`src/rtl/psr_write_unit.sv`:
```
module psr_write_unit #(
  parameter logic [31:0] RESET_CPSR = 32'h0000_00D3,
  parameter logic [4:0]  USER_MODE  = 5'b10000
) (
  input  logic        clk,
  input  logic        rst_n,
  input  logic        op_valid,
  input  logic        op_read,
  input  logic        op_saved,
  input  logic [31:0] instr,
  input  logic [31:0] reg_operand,
  input  logic [4:0]  cur_mode,
  output logic [31:0] cpsr_q,
  output logic [31:0] spsr_q,
  output logic        mode_chg,
  output logic [4:0]  new_mode,
  output logic        rd_valid,
  output logic [31:0] rd_data,
  output logic [3:0]  rd_dest
);

  localparam logic [31:0] SAVED_WR_MASK = 32'hF000_00EF;

  logic [31:0] imm_word;
  logic [63:0] imm_pair;
  logic [4:0]  imm_rot;
  logic [31:0] opnd;
  logic [31:0] byte_mask;
  logic [31:0] saved_mask;
  logic        wr_any, wr_cur, wr_sav, ctrl_ok;

  assign imm_word   = {24'h0, instr[7:0]};
  assign imm_rot    = {instr[11:8], 1'b0};
  assign imm_pair   = {imm_word, imm_word} >> imm_rot;
  assign opnd       = instr[25] ? imm_pair[31:0] : reg_operand;

  assign byte_mask  = {{8{instr[19]}}, 16'h0000, {8{instr[16]}}};
  assign saved_mask = byte_mask & SAVED_WR_MASK;

  assign wr_any  = op_valid & ~op_read;
  assign wr_cur  = wr_any & ~op_saved;
  assign wr_sav  = wr_any & op_saved;
  assign ctrl_ok = instr[16] & (cur_mode != USER_MODE);

  always_ff @(posedge clk) begin
    if (!rst_n) begin
      cpsr_q   <= RESET_CPSR;
      spsr_q   <= 32'h0;
      mode_chg <= 1'b0;
      new_mode <= RESET_CPSR[4:0];
    end else begin
      mode_chg <= wr_cur & ctrl_ok;
      if (wr_cur) begin
        if (instr[19]) cpsr_q[31:28] <= opnd[31:28];
        if (ctrl_ok) begin
          cpsr_q[7:6] <= opnd[7:6];
          cpsr_q[4:0] <= {1'b1, opnd[3:0]};
          new_mode    <= {1'b1, opnd[3:0]};
        end
      end
      if (wr_sav) spsr_q <= (spsr_q & ~saved_mask) | (opnd & saved_mask);
    end
  end

  assign rd_valid = op_valid & op_read;
  assign rd_data  = op_saved ? spsr_q : cpsr_q;
  assign rd_dest  = instr[15:12];

  AST_USER_CTRL_HOLD: assert property (@(posedge clk) disable iff (!rst_n)
    (wr_cur && cur_mode == USER_MODE) |=> (cpsr_q[7:0] == $past(cpsr_q[7:0]) && !mode_chg));
  AST_STATE_BIT_HOLD: assert property (@(posedge clk) disable iff (!rst_n)
    wr_cur |=> (cpsr_q[5] == $past(cpsr_q[5])));
  AST_STROBE_MODE: assert property (@(posedge clk) disable iff (!rst_n)
    mode_chg |-> (new_mode[4] && cpsr_q[4:0] == new_mode));
  AST_SAVED_RESERVED: assert property (@(posedge clk) disable iff (!rst_n)
    wr_sav |=> (spsr_q[27:8] == $past(spsr_q[27:8]) && spsr_q[4] == $past(spsr_q[4]) && !mode_chg));
  AST_READ_NO_WRITE: assert property (@(posedge clk) disable iff (!rst_n)
    (op_valid && op_read) |=> ($stable(cpsr_q) && $stable(spsr_q)));
  AST_IDLE_HOLD: assert property (@(posedge clk) disable iff (!rst_n)
    !op_valid |=> ($stable(cpsr_q) && $stable(spsr_q) && !mode_chg));
  AST_FLAT_MIDDLE: assert property (@(posedge clk) disable iff (!rst_n)
    wr_cur |=> (cpsr_q[27:8] == $past(cpsr_q[27:8])));

endmodule

```
`config.mk`:
```
export PLATFORM = sky130hd
export DESIGN_NAME = psr_write_unit
export DESIGN_NICKNAME = d
export VERILOG_FILES = /design/src/rtl/psr_write_unit.sv
export SDC_FILE = /design/constraint.sdc
export NUM_CORES = 1
export LEC_CHECK = 0
export BUFFER_PORTS_ARGS = -buffer_cell sky130_fd_sc_hd__buf_2
export CAP_MARGIN = 20
export CORE_MARGIN = 1.5
export CORE_UTILIZATION = 30
export DETAILED_ROUTE_END_ITERATION = 10
export GPL_TIMING_DRIVEN = 0
export PLACE_DENSITY = 0.72
export REMOVE_ABC_BUFFERS = 1
export SYNTH_ARGS = -nofsm -noshare
export SYNTH_HDL_FRONTEND = slang
export SYNTH_SLANG_ARGS = --single-unit
```
`constraint.sdc`:
```
create_clock -name clk -period 1.45 [get_ports clk]
set_input_delay 0.0725 -clock clk [delete_from_list [all_inputs] [get_ports clk]]
set_output_delay 0.0725 -clock clk [all_outputs]
set_load 0.02 [all_outputs]
```
==> summary.txt <==
Routing
  – DRC: 0
  – Drt total wl: 4.67 mm
  – DR pass1 iterations: 4
  – Antenna Nets Post-Route: 0
  – Routed wire per std cell: 12.2 um
  – Via-to-Cell Ratio: 4.55
  – Vias post-DR: 1738
  – Initial DRC Count: 54

CTS
  – Root buf cell: clkbuf_8
  – Post-CTS setup buffer count: 0
  – Clock Pin Slew Worst Setup and Hold Paths: 0.09 ns
  – Clk sink count: 22
  – H-tree levels: 1
  – CTS tree: yes
  – Longest Clk Path Bufs: 2
  – Worst skew pair latency: 0.26 ns
  – CTS Hold Bufs: 0
  – # resized after CTS: 0
  – CTS Buf Count: 3

Power and ir drop
  – P per Cell Area: 784 nW/um^2
  – Peak VDD IR: 469 uV
  – Final total power: 1.74 mW
  – P_leak: 1.11 nW

Global routing
  – Total grt overflow: 0
  – Initial antenna violation count: 0
  – Vias in the first global route: 1540
  – Largest net degree at the start of global routing: 23
  – Total GRT Usage: 12.3%
  – First-pass GRT wire length: 7.26 mm

Die
  – I/O pins: 181
  – Core area: 6720 um^2
  – Chip height: 86.0 um
  – Core Rows: 30
  – Initial core utilization: 30.7%
  – Die X: 86.0 um
  – Die ar.: 7390 um^2

Worst setup path
  – Startpoint types: input port
  – Critical path's slowest cell: mux2_4
  – Worst setup EP type: register
  – Worst path buffer plus inverter count: 1
  – Worst setup path class: in -> reg
  – Crit path cell chain: buf_2, mux2_4, a21oi_1, o221ai_1, a221o_1
  – Req. time, crit path: 1.61 ns
  – Worst EP arrival: 1.43 ns
  – CP max FO: 17
  – Top delay family on crit path: compound AO/OA/AOI/OAI gates
  – Delay of the slowest critical-path stage: 0.35 ns

Placement
  – Placed cells: 378
  – GPL Wtd Cong: 0.768
  – IO Port Bufs: 74
  – Hpwl dp: 3.74 mm
  – Dpl cell area: 2140 um^2

Run
  – Maxcap violations: 0

Synth
  – Syn avg cell area: 8.29 um^2
  – Count leader, synth: buf_4
  – Register area share after synthesis: 21.3%
  – Synth Warn #: 0
  – Post-synth EDFFs: 0
  – Post-synthesis cell count: 249
  – Post-synth top area cell: buf_4
  – Netlist Area Pre-Place: 2060 um^2
  – Top-area cell type share of the netlist area: 26.9%
  – Top FF cell, synth: dfxtp_1
  – Seq cells post-synth: 22
  – Post-synthesis cell type count: 47
  – Area contributors post-synth: buf_4 27%, dfxtp_1 21%, mux2_2 5.5%
  – Top cells by count, synth: 74 x buf_4, 22 x dfxtp_1, 19 x nor2_1, 17 x a21oi_1, 15 x o21ai_0
  – Async SR Flop Fraction: 0%

Final layout
  – Fraction of layout cells with a size suffix above 1: 32.5%
  – Design Area, Final: 2220 um^2
  – Ant diodes: 0
  – Filler cells: 714
  – Final-stage net count: 377
  – Area of the multi-input gates: 1230 um^2
  – Post-layout util: 33.0%
  – Area growth syn-to-layout: 7.52%
  – FF+latch area: 440 um^2
  – Final Non-Filler Cells: 382

STA
  – RSZ-0062 raised after global routing: no
  – Crit share post-route: 87.5%
  – Final Critical Period: 1.27 ns
  – Fmax: 788 MHz
  – Setup Skew: 0 ns
  – Final hold vios: 0
  – Final Slew Violations: 0
  – Setup TNS: 0 ns
  – Setup violations, final: 0

Outcome
  – Outcome: finished clean

Hold path
  – Min-delay worst type: in -> reg
[cell families after synthesis]
family / synth area share, %
flip-flops: 21.3
AO/OA/AOI/OAI: 19.3
other: 0.364
buffers and inverters: 30.5
multiplexers: 12.7
AND/OR/NAND/NOR: 15.8
[worst reg2reg max path, stage by stage (launching register included)]
cell	delay, ns
dfxtp_1	0.37
nor2_1	0.06
a21oi_1	0.13
o311a_1	0.17
[path summary, 6_finish.rpt]
| check | start | endpoint | slack, ns | depth (start not counted) |
|---|---|---|---|---|
| hold reg to reg | register | register | 0.48 | 2 |
| hold / removal | reg_operand[5] | register | 0.06 | 3 |
| setup reg to reg | register | register | 0.67 | 3 |
| setup / recovery | instr[9] | cpsr_q[7]$_SDFFE_PN1P_ | 0.18 | 5 |
[cell type report]
| type | count | share of cell area (%) |
|---|---|---|
| Timing Repair Buffer | 74 | 16.8 |
| Tap cell | 80 | 4.51 |
| Clock inverter | 1 | 1.35 |
| Multi-Input combinational cell | 200 | 55.3 |
| Sequential cell | 22 | 19.8 |
| Clock buffer | 3 | 1.86 |
| Inverter | 2 | 0.338 |
[through the flow]
stage	hold WS, ns	worst slack, ns
after floorplan	0.145	0.267
after global placement	0.145	-0.160
after detailed placement	0.145	-0.188
after CTS	0.0624	0.103
after global routing	0.0930	0.0787
final	0.0646	0.181
[power breakdown]
group	internal, mW	switching [mW]	total, mW
clock	0.369	0.216	0.585
combinational	0.157	0.359	0.517
sequential	0.623	0.0144	0.637
[metal layers]
| metal | part of all wire [%] | up-vias | GRT usage [%] |
|---|---|---|---|
| li1 | - | 842 | - |
| met3 | 11 | 2 | 4.14 |
| met1 | 43 | 778 | 15.5 |
| met2 | 45 | 116 | 20.3 |
| met5 | 0 | - | 0 |
| met4 | 0.49 | 0 | 3.08 |
[placed cells by master, fill, tap and decap left out, types with 3 or more instances in the layout]
cell	netlist	routed
buf_2	3	73
conb_1	2	64
dfxtp_1	22	22
nor2_1	19	19
a21oi_1	17	17
o21ai_0	15	15
mux2_2	10	10
mux2i_1	7	7
nand2b_1	6	6
nor2b_1	6	6
and2_1	4	4
nand2_1	4	4
o221ai_1	4	4
nor3_1	3	3
o311a_1	3	3
clkbuf_8	0	3
(Power assumes the default switching activity.)
